**src/rtl/bedo_dram.sv**
```systemverilog
module bedo_dram #(
  parameter int DW     = 8,
  parameter int ROW_W  = 2,
  parameter int COL_W  = 4,
  parameter int ADDR_W = 4
) (
  input  logic              clk,
  input  logic              rst_n,
  input  logic              ras_n,
  input  logic              cas_n,
  input  logic              we_n,
  input  logic [ADDR_W-1:0] addr,
  input  logic [DW-1:0]     din,
  output logic [DW-1:0]     dout,
  output logic              dout_en
);
  localparam int IDX_W = ROW_W + COL_W;
  localparam int DEPTH = 1 << IDX_W;

  logic [DW-1:0]    mem [DEPTH];
  logic             ras_q, cas_q, row_open, stage_vld;
  logic [ROW_W-1:0] row_q;
  logic [COL_W-1:0] col_base;
  logic [1:0]       pos;
  logic [DW-1:0]    stage;

  wire ras_fall = ras_q & ~ras_n;
  wire ras_rise = ~ras_q & ras_n;
  wire cas_fall = cas_q & ~cas_n & row_open & ~ras_n;
  wire [1:0]       lane    = col_base[1:0] + pos;
  wire [COL_W-1:0] col_now = (pos == 2'd0) ? addr[COL_W-1:0]
                                           : {col_base[COL_W-1:2], lane};
  wire [IDX_W-1:0] idx     = {row_q, col_now};

  always_ff @(posedge clk) begin
    if (!rst_n) begin
      ras_q     <= 1'b1;
      cas_q     <= 1'b1;
      row_open  <= 1'b0;
      row_q     <= '0;
      col_base  <= '0;
      pos       <= 2'd0;
      stage     <= '0;
      stage_vld <= 1'b0;
      dout      <= '0;
      dout_en   <= 1'b0;
    end else begin
      ras_q <= ras_n;
      cas_q <= cas_n;
      if (ras_fall) begin
        row_open <= 1'b1;
        row_q    <= addr[ROW_W-1:0];
        pos      <= 2'd0;
      end else if (ras_rise) begin
        row_open  <= 1'b0;
        pos       <= 2'd0;
        stage_vld <= 1'b0;
        dout_en   <= 1'b0;
      end else if (cas_fall) begin
        if (pos == 2'd0) col_base <= addr[COL_W-1:0];
        pos <= pos + 2'd1;
        if (stage_vld) begin
          dout    <= stage;
          dout_en <= 1'b1;
        end
        stage_vld <= we_n;
        if (we_n) stage <= mem[idx];
      end
    end
  end

  always_ff @(posedge clk)
    if (cas_fall && !we_n) mem[idx] <= din;

  AST_DOUT_HOLD: assert property (@(posedge clk) disable iff (!rst_n)
    $past(cas_n) |-> $stable(dout));
  AST_FIRST_BEAT_SILENT: assert property (@(posedge clk) disable iff (!rst_n)
    $past(cas_fall && !stage_vld) |-> $stable(dout) && $stable(dout_en));
  AST_WRITE_NO_FETCH: assert property (@(posedge clk) disable iff (!rst_n)
    $past(cas_fall && !we_n) |-> !stage_vld);
  AST_CLOSED_QUIET: assert property (@(posedge clk) disable iff (!rst_n)
    $past(ras_n) |-> !dout_en && pos == 2'd0);
  AST_RESET_QUIET: assert property (@(posedge clk)
    !rst_n |=> !dout_en);
endmodule

```
**config.mk**
```make
export PLATFORM = sky130hd
export DESIGN_NAME = bedo_dram
export DESIGN_NICKNAME = d
export VERILOG_FILES = /design/src/rtl/bedo_dram.sv
export SDC_FILE = /design/constraint.sdc
export NUM_CORES = 1
export LEC_CHECK = 0
export BUFFER_PORTS_ARGS = -buffer_cell sky130_fd_sc_hd__buf_2
export CAP_MARGIN = 20
export CORE_ASPECT_RATIO = 0.7
export CORE_MARGIN = 5
export CORE_UTILIZATION = 30
export DETAILED_ROUTE_END_ITERATION = 6
export GPL_TIMING_DRIVEN = 0
export MAX_ROUTING_LAYER = met4
export PLACE_DENSITY = 0.43
export SLEW_MARGIN = 20
export SYNTH_ARGS = -nofsm -noshare
export SYNTH_HDL_FRONTEND = slang
export SYNTH_SLANG_ARGS = --single-unit
```
**constraint.sdc**
```tcl
create_clock -name clk -period 4 [get_ports clk]
set_input_delay 0.2 -clock clk [delete_from_list [all_inputs] [get_ports clk]]
set_output_delay 0.2 -clock clk [all_outputs]
set_load 0.1 [all_outputs]
```
==> impl_metrics.json, run 1 <==
{
  "synth_top_cell_by_area": "edfxtp_1",
  "vias": 13700,
  "cp-startpoint": "pos[0]",
  "routed_via_density": 5.72,
  "track_usage_pct": 21.6,
  "cts.sinks": 541,
  "path_max_fanout": 10,
  "netlist_area_sq_mm": 0.0211,
  "synth_edf_count": 512,
  "core_area_sq_mm": 0.0698,
  "startpoint_type": "register",
  "critical_path.top_delay_family": "buffers and inverters",
  "rsz0062_at_grt": "yes",
  "cp.depth": 11,
  "cts_made_buffers": 51,
  "timing.critical_path.buf_inv": 4,
  "ys_ff_latch": 541,
  "gp_congestion": 0.921,
  "drtIter0Drc": 2150,
  "postSynthNetCount": 1372,
  "cts_root_buffer": "clkbuf_16",
  "die_w_um": 327,
  "routed_wl_um": 81300,
  "grt_pass1_wl_um": 110000,
  "finalCriticalPeriod_ns": 3.98,
  "die-area_sq_mm": 0.0760,
  "grt_pass1_vias": 12700,
  "synth_cell_types": 71,
  "p_per_area_mw_per_mm2": 473,
  "synthArstFlopShare_pct": 0,
  "r2r_end": "stage[4]",
  "rows": 81,
  "vdd_drop_max_mv": 0.346,
  "clk_latency_ns": 0.60,
  "clkTransAtPathRegs_ns": 0.06,
  "crit_chain": "inv_1 > ha_1 > buf_4 > nand3b_1 > o31a_1 > clkbuf_2 > clkbuf_1 > a21oi_1 > o41ai_1 > a2bb2oi_1 > a31oi_1",
  "fmax_ghz": 0.251,
  "drt-wirelength-per-cell_um": 34.0,
  "drive_gt1_share_pct": 18.3,
  "io_pins": 26,
  "grt_max_degree": 65,
  "max_stage_delay_ns": 0.95,
  "synth_top_flop_cell": "edfxtp_1",
  "syn_inst": 1351,
  "dp_hpwl_um": 54400,
  "worstSetupPathType": "register to register",
  "tns_ns": 0,
  "max_slew.worst_pin.slew_ns": 1.26,
  "yosysWarnings": 0,
  "r2r_start": "pos[0]",
  "port_buffers": 23,
  "final_nets": 1464,
  "drcViolationCount": 0,
  "status": "completed",
  "crit_arrival_ns": 4.43,
  "worst_setup_path_end_kind": "register",
  "final.setup_skew_ns": 0.0218,
  "areaGrowthSynthToFinish_pct": 17.9,
  "worstPathRequired_ns": 4.46,
  "gr-total-overflow": 0,
  "drt_first_pass_iters": 5,
  "fin_total_pwr_uw": 11800,
  "cap_violations": 0,
  "start_util_pct": 30.3,
  "setup_viol_count_final": 0,
  "p_leak_uw": 0.00784,
  "crit_end": "stage[4]",
  "final_antenna_net_count": 0,
  "clockBufferDepth": 3,
  "ys_top_cells_by_area": "edfxtp_1 73%, mux2i_1 3.1%, dfxtp_1 2.7%, nand2_1 2.4%, a221oi_1 1.8%",
  "ff2ff_setup_slack_ns": 0.02,
  "reg2reg_depth": 11,
  "register_area_sq_mm": 0.0160,
  "netlist_top_cells_count": "512 x edfxtp_1, 136 x nand2_1, 82 x nor2_1",
  "hold_viol_final": 0,
  "htreeDepth": 2,
  "slew_headroom_pct": 15.4,
  "synth.most_common_cell": "edfxtp_1",
  "antenna_found_initial": 6,
  "seq_area_frac_synth_pct": 75.5,
  "cts_tree": "built",
  "die_h_um": 232,
  "synth.avg_cell_area_sq_um": 15.6,
  "slew_violations": 0,
  "synth_top_area_share_pct": 72.7,
  "crit_slowest_cell": "clkbuf_1",
  "fillers": 6683,
  "multi_input_area_sq_mm": 0.00548,
  "fin_crit_sh_pct": 99.4,
  "hp-class": "input port to register"
}
==> how the worst min path moves through the flow <==
stage	from	end	slack [ns]	depth (start not counted)
2_1_floorplan	din[0]	mem[0][0]	0.30	0
3_3_place_gp	cas_n	cas_q	0.42	2
3_5_place_dp	cas_n	cas_q	0.43	2
4_1_cts	rst_n	cas_q	0.02	2
5_1_grt	din[1]	mem[36][1]	0.05	1
6_report	rst_n	cas_q	0.05	2
==> layout make-up <==
class,count,area share [%]
well taps,913,4.58
clock inverters,19,0.653
inverters,5,0.0753
plain buffers,74,1.61
repair buffers,40,1.44
flip-flops and latches,541,64.0
clock buffers,70,5.62
multi-input cells,730,22.0
diodes,1,0.0100
==> through the flow <==
stage          hold slack (ns)  worst slack [ns]  util [%]  area [sq um]  instances
4_1_cts                 0.0226           -0.0324      35.6         24800       2391
6_report                0.0484            0.0222      35.7         24900       2393
3_5_place_dp             0.428             -1.25      32.3         22600       2295
3_3_place_gp             0.419             -1.43      32.1         22400       2287
2_1_floorplan            0.299              1.15         -         21100       1351
5_1_grt                 0.0504          -0.00677      35.7         24900       2392
==> worst reg2reg max path, stage by stage (launching register included) <==
cell and delay (ns):
dfxtp_1 0.36, inv_1 0.07, ha_1 0.28, buf_4 0.23, nand3b_1 0.10, o31a_1 0.13, clkbuf_2 0.47, clkbuf_1 0.96
a21oi_1 0.10, o41ai_1 0.79, a2bb2oi_1 0.27, a31oi_1 0.10
==> placed cells by master (no fill, tap or decap), types with 22 or more instances in the layout <==
| cell | instances |
|---|---|
| a221oi_1 | 44 |
| nor2_4 | 62 |
| o21ai_0 | 33 |
| a21oi_1 | 67 |
| nand2_1 | 124 |
| buf_4 | 22 |
| edfxtp_1 | 512 |
| nand3_1 | 29 |
| clkbuf_1 | 35 |
| mux2i_1 | 63 |
| a222oi_1 | 22 |
| clkbuf_16 | 53 |
| buf_2 | 34 |
| dfxtp_1 | 29 |
==> per-layer routing <==
metal | vias up | track usage [%] | part of all wire, %
li1 | 5596 | - | -
met1 | 7240 | 33.1 | 47
met2 | 747 | 29.6 | 41
met3 | 101 | 4.51 | 10
met4 | 0 | 3.66 | 1.8
met5 | - | - | 0
==> flip-flops by register name (all words and copies together) (netlist names) <==
name	flops
pos	2
dout_en	1
mem	512
ras_q	1
row_open	1
col_base	4
stage_vld	1
cas_q	1
dout	8
stage	8
row_q	2
==> cell families (layout without fill, tap and decap cells) <==
logic type	count (synthesis)	count (layout)	share of synthesized area, %
AOI/OAI and AO/OA	315	315	10.9
xor gates and xnor gates	2	2	0.219
adders and majority gates	4	4	0.237
buffers and inverters	80	208	1.72
DFF	541	541	75.5
muxes	90	90	4.73
other	0	1	0
and+or+nand+nor	319	319	6.74
==> report_power, final <==
part / internal, uW / switching [uW] / leakage (uW) / total [uW]
combinational: 187 / 628 / 0.00225 / 815
clock: 2630 / 2140 / 0.000753 / 4760
sequential: 6190 / 7.17 / 0.00483 / 6200
==> what timing repair did <==
action | in CTS | in global routing
endpoints found under the hold margin | 8 | 0
setup buffers | 2 | 1
pin swaps | 2 | 1
endpoints found under the setup margin | 520 | 242
resized for setup | 166 | 35
hold buffers | 6 | 0
(Power assumes the default switching activity.)
==> inputs of run 2 (changes only) <==
--- a/config.mk
+++ b/config.mk
@@ -14,6 +14,7 @@
 export GPL_TIMING_DRIVEN = 0
 export MAX_ROUTING_LAYER = met4
 export PLACE_DENSITY = 0.43
+export SETUP_SLACK_MARGIN = 0.4
 export SLEW_MARGIN = 20
 export SYNTH_ARGS = -nofsm -noshare
 export SYNTH_HDL_FRONTEND = slang
==> run 2 against run 1 <==
Effect of this change: final cell count increased by 2.2%; die area unchanged; worst setup slack improved by 0.37 ns; worst hold slack got worse by 0.0028 ns; clock-buffer cell count unchanged; routed wire length increased by 1.8%; critical path depth decreased by 1; sequential power about the same; non-clock buffer count increased by 53; via count increased by 1.9%; clock power about the same; fmax increased by 10%; critical path type unchanged; largest cell class unchanged.
==> impl_metrics.json, run 2 (synthesis gave the netlist of run 1 again) <==
{
  "fmax_ghz": 0.278,
  "critical_path.top_delay_family": "simple AND/OR/NAND/NOR gates",
  "use_met1_pct": 33.1,
  "met3_usage_pct": 5.12,
  "worst_setup_path_end_kind": "register",
  "rsz0062_at_grt": "no",
  "gr-total-overflow": 0,
  "final_antenna_net_count": 0,
  "hold_start": "rst_n",
  "max_slew.worst_pin.slew_ns": 1.28,
  "drive_gt1_share_pct": 22.7,
  "core_area_sq_mm": 0.0698,
  "startpoint_type": "register",
  "antenna_found_initial": 6,
  "layout_common_cells": "512 x edfxtp_1, 124 x nand2_1, 66 x nor2_4, 66 x a21oi_1, 63 x mux2i_1",
  "vias": 13900,
  "grt_pass1_wl_um": 111000,
  "clk_latency_ns": 0.59,
  "use_met2_pct": 29.9,
  "final_common_cell": "edfxtp_1",
  "grt_max_degree": 65,
  "die_h_um": 232,
  "hold_depth": 2,
  "vdd_drop_max_mv": 0.345,
  "p_leak_uw": 0.00830,
  "start_util_pct": 30.3,
  "finalCriticalPeriod_ns": 3.60,
  "regMostFlops": "mem",
  "r2r_start": "pos[0]",
  "routed_wl_um": 82700,
  "slew_violations": 0,
  "cap_violations": 0,
  "port_buffers": 23,
  "timing.critical_path.buf_inv": 2,
  "fin_hold_ws_ns": 0.0456,
  "ff2ff_setup_slack_ns": 0.40,
  "reg2reg_depth": 10,
  "clockBufferDepth": 3,
  "grt_pass1_vias": 13000,
  "track_usage_pct": 21.8,
  "final.setup_skew_ns": 0.0229,
  "max_stage_delay_ns": 0.60,
  "hold_viol_final": 0,
  "die-area_sq_mm": 0.0760,
  "areaGrowthSynthToFinish_pct": 23.1,
  "drcViolationCount": 0,
  "crit_chain": "ha_1 > nor3b_4 > buf_4 > nor2_1 > nor2_1 > buf_2 > o2bb2ai_1 > a2111oi_2 > nor4b_1 > or4_1",
  "cts.sinks": 541,
  "status": "completed",
  "top_regs": "mem (512), dout (8), stage (8)",
  "cts_tree": "built",
  "fillers": 6563,
  "worstSetupPathType": "register to register",
  "drtIter0Drc": 2054,
  "final_nets": 1517,
  "cpMostUsedCell": "nor2_1",
  "crit_arrival_ns": 4.08,
  "io_pins": 26,
  "hold_end": "cas_q",
  "top_usage_layer": "met1",
  "gp_congestion": 0.921,
  "pre_cts_ws_ns": -1.25,
  "r2r_end": "stage[2]",
  "worstPathRequired_ns": 4.47,
  "path_max_fanout": 10,
  "rows": 81,
  "crit_slowest_cell": "nor2_1",
  "drt-wirelength-per-cell_um": 33.8,
  "cts_root_buffer": "clkbuf_16",
  "slew_headroom_pct": 13.7,
  "fin_crit_sh_pct": 90.1,
  "cts_made_buffers": 51,
  "layout_setup_ws_ns": 0.397,
  "dp_hpwl_um": 54400,
  "clkTransAtPathRegs_ns": 0.07,
  "final_util_pct": 37.3,
  "setup_viol_count_final": 0,
  "die_w_um": 327,
  "htreeDepth": 2,
  "p_per_area_mw_per_mm2": 453,
  "routed_via_density": 5.70,
  "hp-class": "input port to register",
  "drt_first_pass_iters": 5,
  "largest_reg_flops": 512
}
run 2: where the power goes:
| part | leakage, uW | total (uW) | switching, uW | internal [uW] |
|---|---|---|---|---|
| clock | 0.000753 | 4750 | 2120 | 2630 |
| combinational | 0.00272 | 852 | 642 | 209 |
| sequential | 0.00483 | 6200 | 7.28 | 6190 |
| total | 0.00830 | 11800 | 2770 | 9030 |
run 2: what timing repair did:
action                     in CTS  in global routing
setup endpoints to repair     520                520
pin swaps                      28                 23
hold buffers                    6                  0
hold endpoints to repair        8                  0
setup buffers                  34                 21
resized for setup             233                 28
run 2: per-stage QoR:
stage | total power (uW) | instances | cell area [sq um] | setup TNS (ns)
after floorplan | 6620 | 1351 | 21100 | 0
after global placement | 7070 | 2287 | 22400 | -492.70
after detailed placement | 7080 | 2295 | 22600 | -489.16
after CTS | 11800 | 2424 | 25600 | 0
after global routing | 12100 | 2445 | 26000 | 0
final | 11800 | 2446 | 26000 | 0
run 2: layout make-up:
| class | instances | area [sq um] | share of cell area [%] |
|---|---|---|---|
| Clock buffer | 70 | 1400 | 5.38 |
| Timing Repair Buffer | 92 | 1240 | 4.76 |
| Inverter | 5 | 18.8 | 0.0721 |
| Tap cell | 913 | 1140 | 4.39 |
| Antenna cell | 1 | 2.50 | 0.00961 |
| Clock inverter | 19 | 163 | 0.625 |
| Sequential cell | 541 | 16000 | 61.3 |
| Multi-Input combinational cell | 730 | 5600 | 21.5 |
| Buffer | 75 | 505 | 1.94 |
run 2: layer usage:
layer	part of all wire [%]	vias to the layer above
met5	0	-
met4	2.0	0
met3	11	112
met2	41	775
met1	46	7357
li1	-	5705
run 2: worst max path at each step:
stage / slack [ns] / to / depth (start not counted) / from
after detailed placement: -1.25 / mem[37][3] / 11 / pos[0]
after CTS: 0.33 / stage[0] / 13 / pos[0]
after floorplan: 1.15 / mem[50][0] / 9 / pos[0]
after global placement: -1.43 / mem[33][5] / 9 / pos[1]
after global routing: 0.41 / stage[3] / 13 / pos[0]
final: 0.40 / stage[2] / 10 / pos[0]
==> inputs of run 3 (changes only) <==
--- a/config.mk
+++ b/config.mk
@@ -8,7 +8,6 @@
 export BUFFER_PORTS_ARGS = -buffer_cell sky130_fd_sc_hd__buf_2
 export CAP_MARGIN = 20
 export CORE_ASPECT_RATIO = 0.7
-export CORE_MARGIN = 5
 export CORE_UTILIZATION = 30
 export DETAILED_ROUTE_END_ITERATION = 6
 export GPL_TIMING_DRIVEN = 0
==> run 3 against run 2 <==
Effect of this change: power fell by 1.1%; via count rose by 0.27%; fmax fell by 0.28%; sequential share of layout area fell by 0.26 points; clock-buffer cell count rose by 11; die area fell by 5.8%; critical endpoint is now stage[4]; final cell count rose by 0.90%; critical path type unchanged; global-route usage rose by 1.7 points.
==> impl_metrics.json, run 3 (synthesis gave the netlist of run 1 again) <==
{
  "status": "completed",
  "path_max_fanout": 10,
  "r2r_end": "stage[4]",
  "worst_setup_path_end_kind": "register",
  "startpoint_type": "register",
  "io_pins": 26,
  "p_leak_uw": 0.00840,
  "fin_hold_ws_ns": 0.0645,
  "regMostFlops": "mem",
  "core_area_sq_mm": 0.0697,
  "tns_ns": 0,
  "register_area_sq_mm": 0.0160,
  "routed_wl_um": 82100,
  "final_nets": 1536,
  "gp_congestion": 0.932,
  "fin_area_sq_mm": 0.0261,
  "met1_length_um": 37800,
  "drcViolationCount": 0,
  "fmax_ghz": 0.277,
  "worstSetupPathType": "register to register",
  "grt_pass1_vias": 13300,
  "dr_wl_met2_um": 34200,
  "final_antenna_net_count": 0,
  "areaGrowthSynthToFinish_pct": 23.6,
  "crit_chain": "inv_1 > ha_2 > and3b_1 > or2_1 > buf_2 > clkbuf_2 > a22oi_1 > a21oi_1 > a211oi_1 > a211o_1 > a31oi_1",
  "finalCriticalPeriod_ns": 3.61,
  "routed_via_density": 5.67,
  "max_stage_delay_ns": 0.53,
  "drtIter0Drc": 2043,
  "wl_met3_um": 8730,
  "die_h_um": 224,
  "dp_hpwl_um": 53500,
  "rsz0062_at_grt": "no",
  "cp-startpoint": "pos[0]",
  "r2r_start": "pos[0]",
  "clk_latency_ns": 0.60,
  "final.setup_skew_ns": 0.0184,
  "max_slew.worst_pin.slew_ns": 1.21,
  "placedInstanceArea_sq_mm": 0.0225,
  "clockBufferDepth": 3,
  "slew_headroom_pct": 19.2,
  "slew_violations": 0,
  "clkTransAtPathRegs_ns": 0.07,
  "crit_slowest_cell": "clkbuf_2",
  "cts_made_buffers": 51,
  "multi_input_area_sq_mm": 0.00558,
  "drt-wirelength-per-cell_um": 33.3,
  "setup_viol_count_final": 0,
  "fin_cells": 2468,
  "highest_layer": "met4",
  "drt_first_pass_iters": 6,
  "vias": 14000,
  "hold_viol_final": 0,
  "worstPathRequired_ns": 4.54,
  "cts_tree": "built",
  "rows": 81,
  "grt_max_degree": 65,
  "dp_cells": 2293,
  "largest_reg_flops": 512,
  "track_usage_pct": 23.5,
  "p_per_area_mw_per_mm2": 447,
  "gr-total-overflow": 0,
  "die_w_um": 319,
  "hp-class": "input port to register",
  "drive_gt1_share_pct": 23.2,
  "htreeDepth": 2,
  "fin_crit_sh_pct": 90.3,
  "reg2reg_depth": 11,
  "crit_arrival_ns": 4.15,
  "grt_pass1_wl_um": 112000,
  "antenna_found_initial": 4,
  "layout_common_cells": "512 x edfxtp_1, 124 x nand2_1, 65 x nor2_4, 65 x a21oi_1, 63 x mux2i_1",
  "cap_violations": 0,
  "port_buffers": 23,
  "top_regs": "mem (512), dout (8), stage (8)",
  "hold_start": "rst_n",
  "final_common_cell": "edfxtp_1",
  "ff2ff_setup_slack_ns": 0.39,
  "fillers": 6537,
  "cts.sinks": 541,
  "cts_root_buffer": "clkbuf_16",
  "start_util_pct": 30.3,
  "vdd_drop_max_mv": 0.297,
  "crit_end": "stage[4]",
  "die-area_sq_mm": 0.0716
}
[run 3: changes by cell type in the layout (fill, tap and decap cells not counted), sizes merged]
cell      previous run  this run
buf                126       144
bufinv               3         0
clkbuf             104       116
clkinv              14        10
clkinvlp             2         0
inv                  5         6
[run 3: cell type report]
class	count	share of cell area, %
repair buffers	111	5.49
clock buffers	81	5.55
well taps	913	4.37
diodes	1	0.00957
inverters	5	0.0718
clock inverters	11	0.201
multi-input cells	730	21.4
flip-flops and latches	541	61.0
plain buffers	75	1.91
[run 3: repair_timing]
action                     4_1_cts  5_1_grt
setup buffers                   48       28
pin swaps                       33       24
resized for setup              232       28
hold buffers                     6        0
setup endpoints to repair      520      520
hold endpoints to repair         7        0
[run 3: critical path, delay by kind of cell (launching register included)]
kind	cells	cell delay [ns]
AO/OA/AOI/OAI	5	1.33
buffers and inverters	3	1.03
AND/OR/NAND/NOR	2	0.58
flip-flops	1	0.32
adder cells (fa/ha/maj)	1	0.25
[run 3: worst min path at each step]
stage / endpoint / slack (ns) / cells past startpoint
2_1_floorplan: mem[0][0] / 0.30 / 0
3_3_place_gp: cas_q / 0.41 / 2
3_5_place_dp: cas_q / 0.42 / 2
4_1_cts: cas_q / 0.02 / 2
5_1_grt: cas_q / 0.07 / 2
6_report: cas_q / 0.06 / 2
[run 3: metal layers]
| metal | vias up | global-route usage, % |
|---|---|---|
| li1 | 5758 | - |
| met1 | 7359 | 35.1 |
| met2 | 766 | 32.7 |
| met3 | 104 | 5.32 |
| met4 | 0 | 3.80 |
| met5 | - | - |
[run 3: report_power, final]
group,total [uW],switching [uW],internal (uW)
Sequential,6200,7.54,6190
Combinational,842,635,206
Clock,4630,2150,2480
[run 3: through the flow]
step	utilization, %	total power, uW	setup slack (ns)
after detailed placement	32.3	7070	-1.29
after floorplan	-	6620	1.15
after global routing	37.5	11900	0.402
final	37.5	11700	0.386
after CTS	36.6	11700	0.293
after global placement	32.1	7060	-1.40
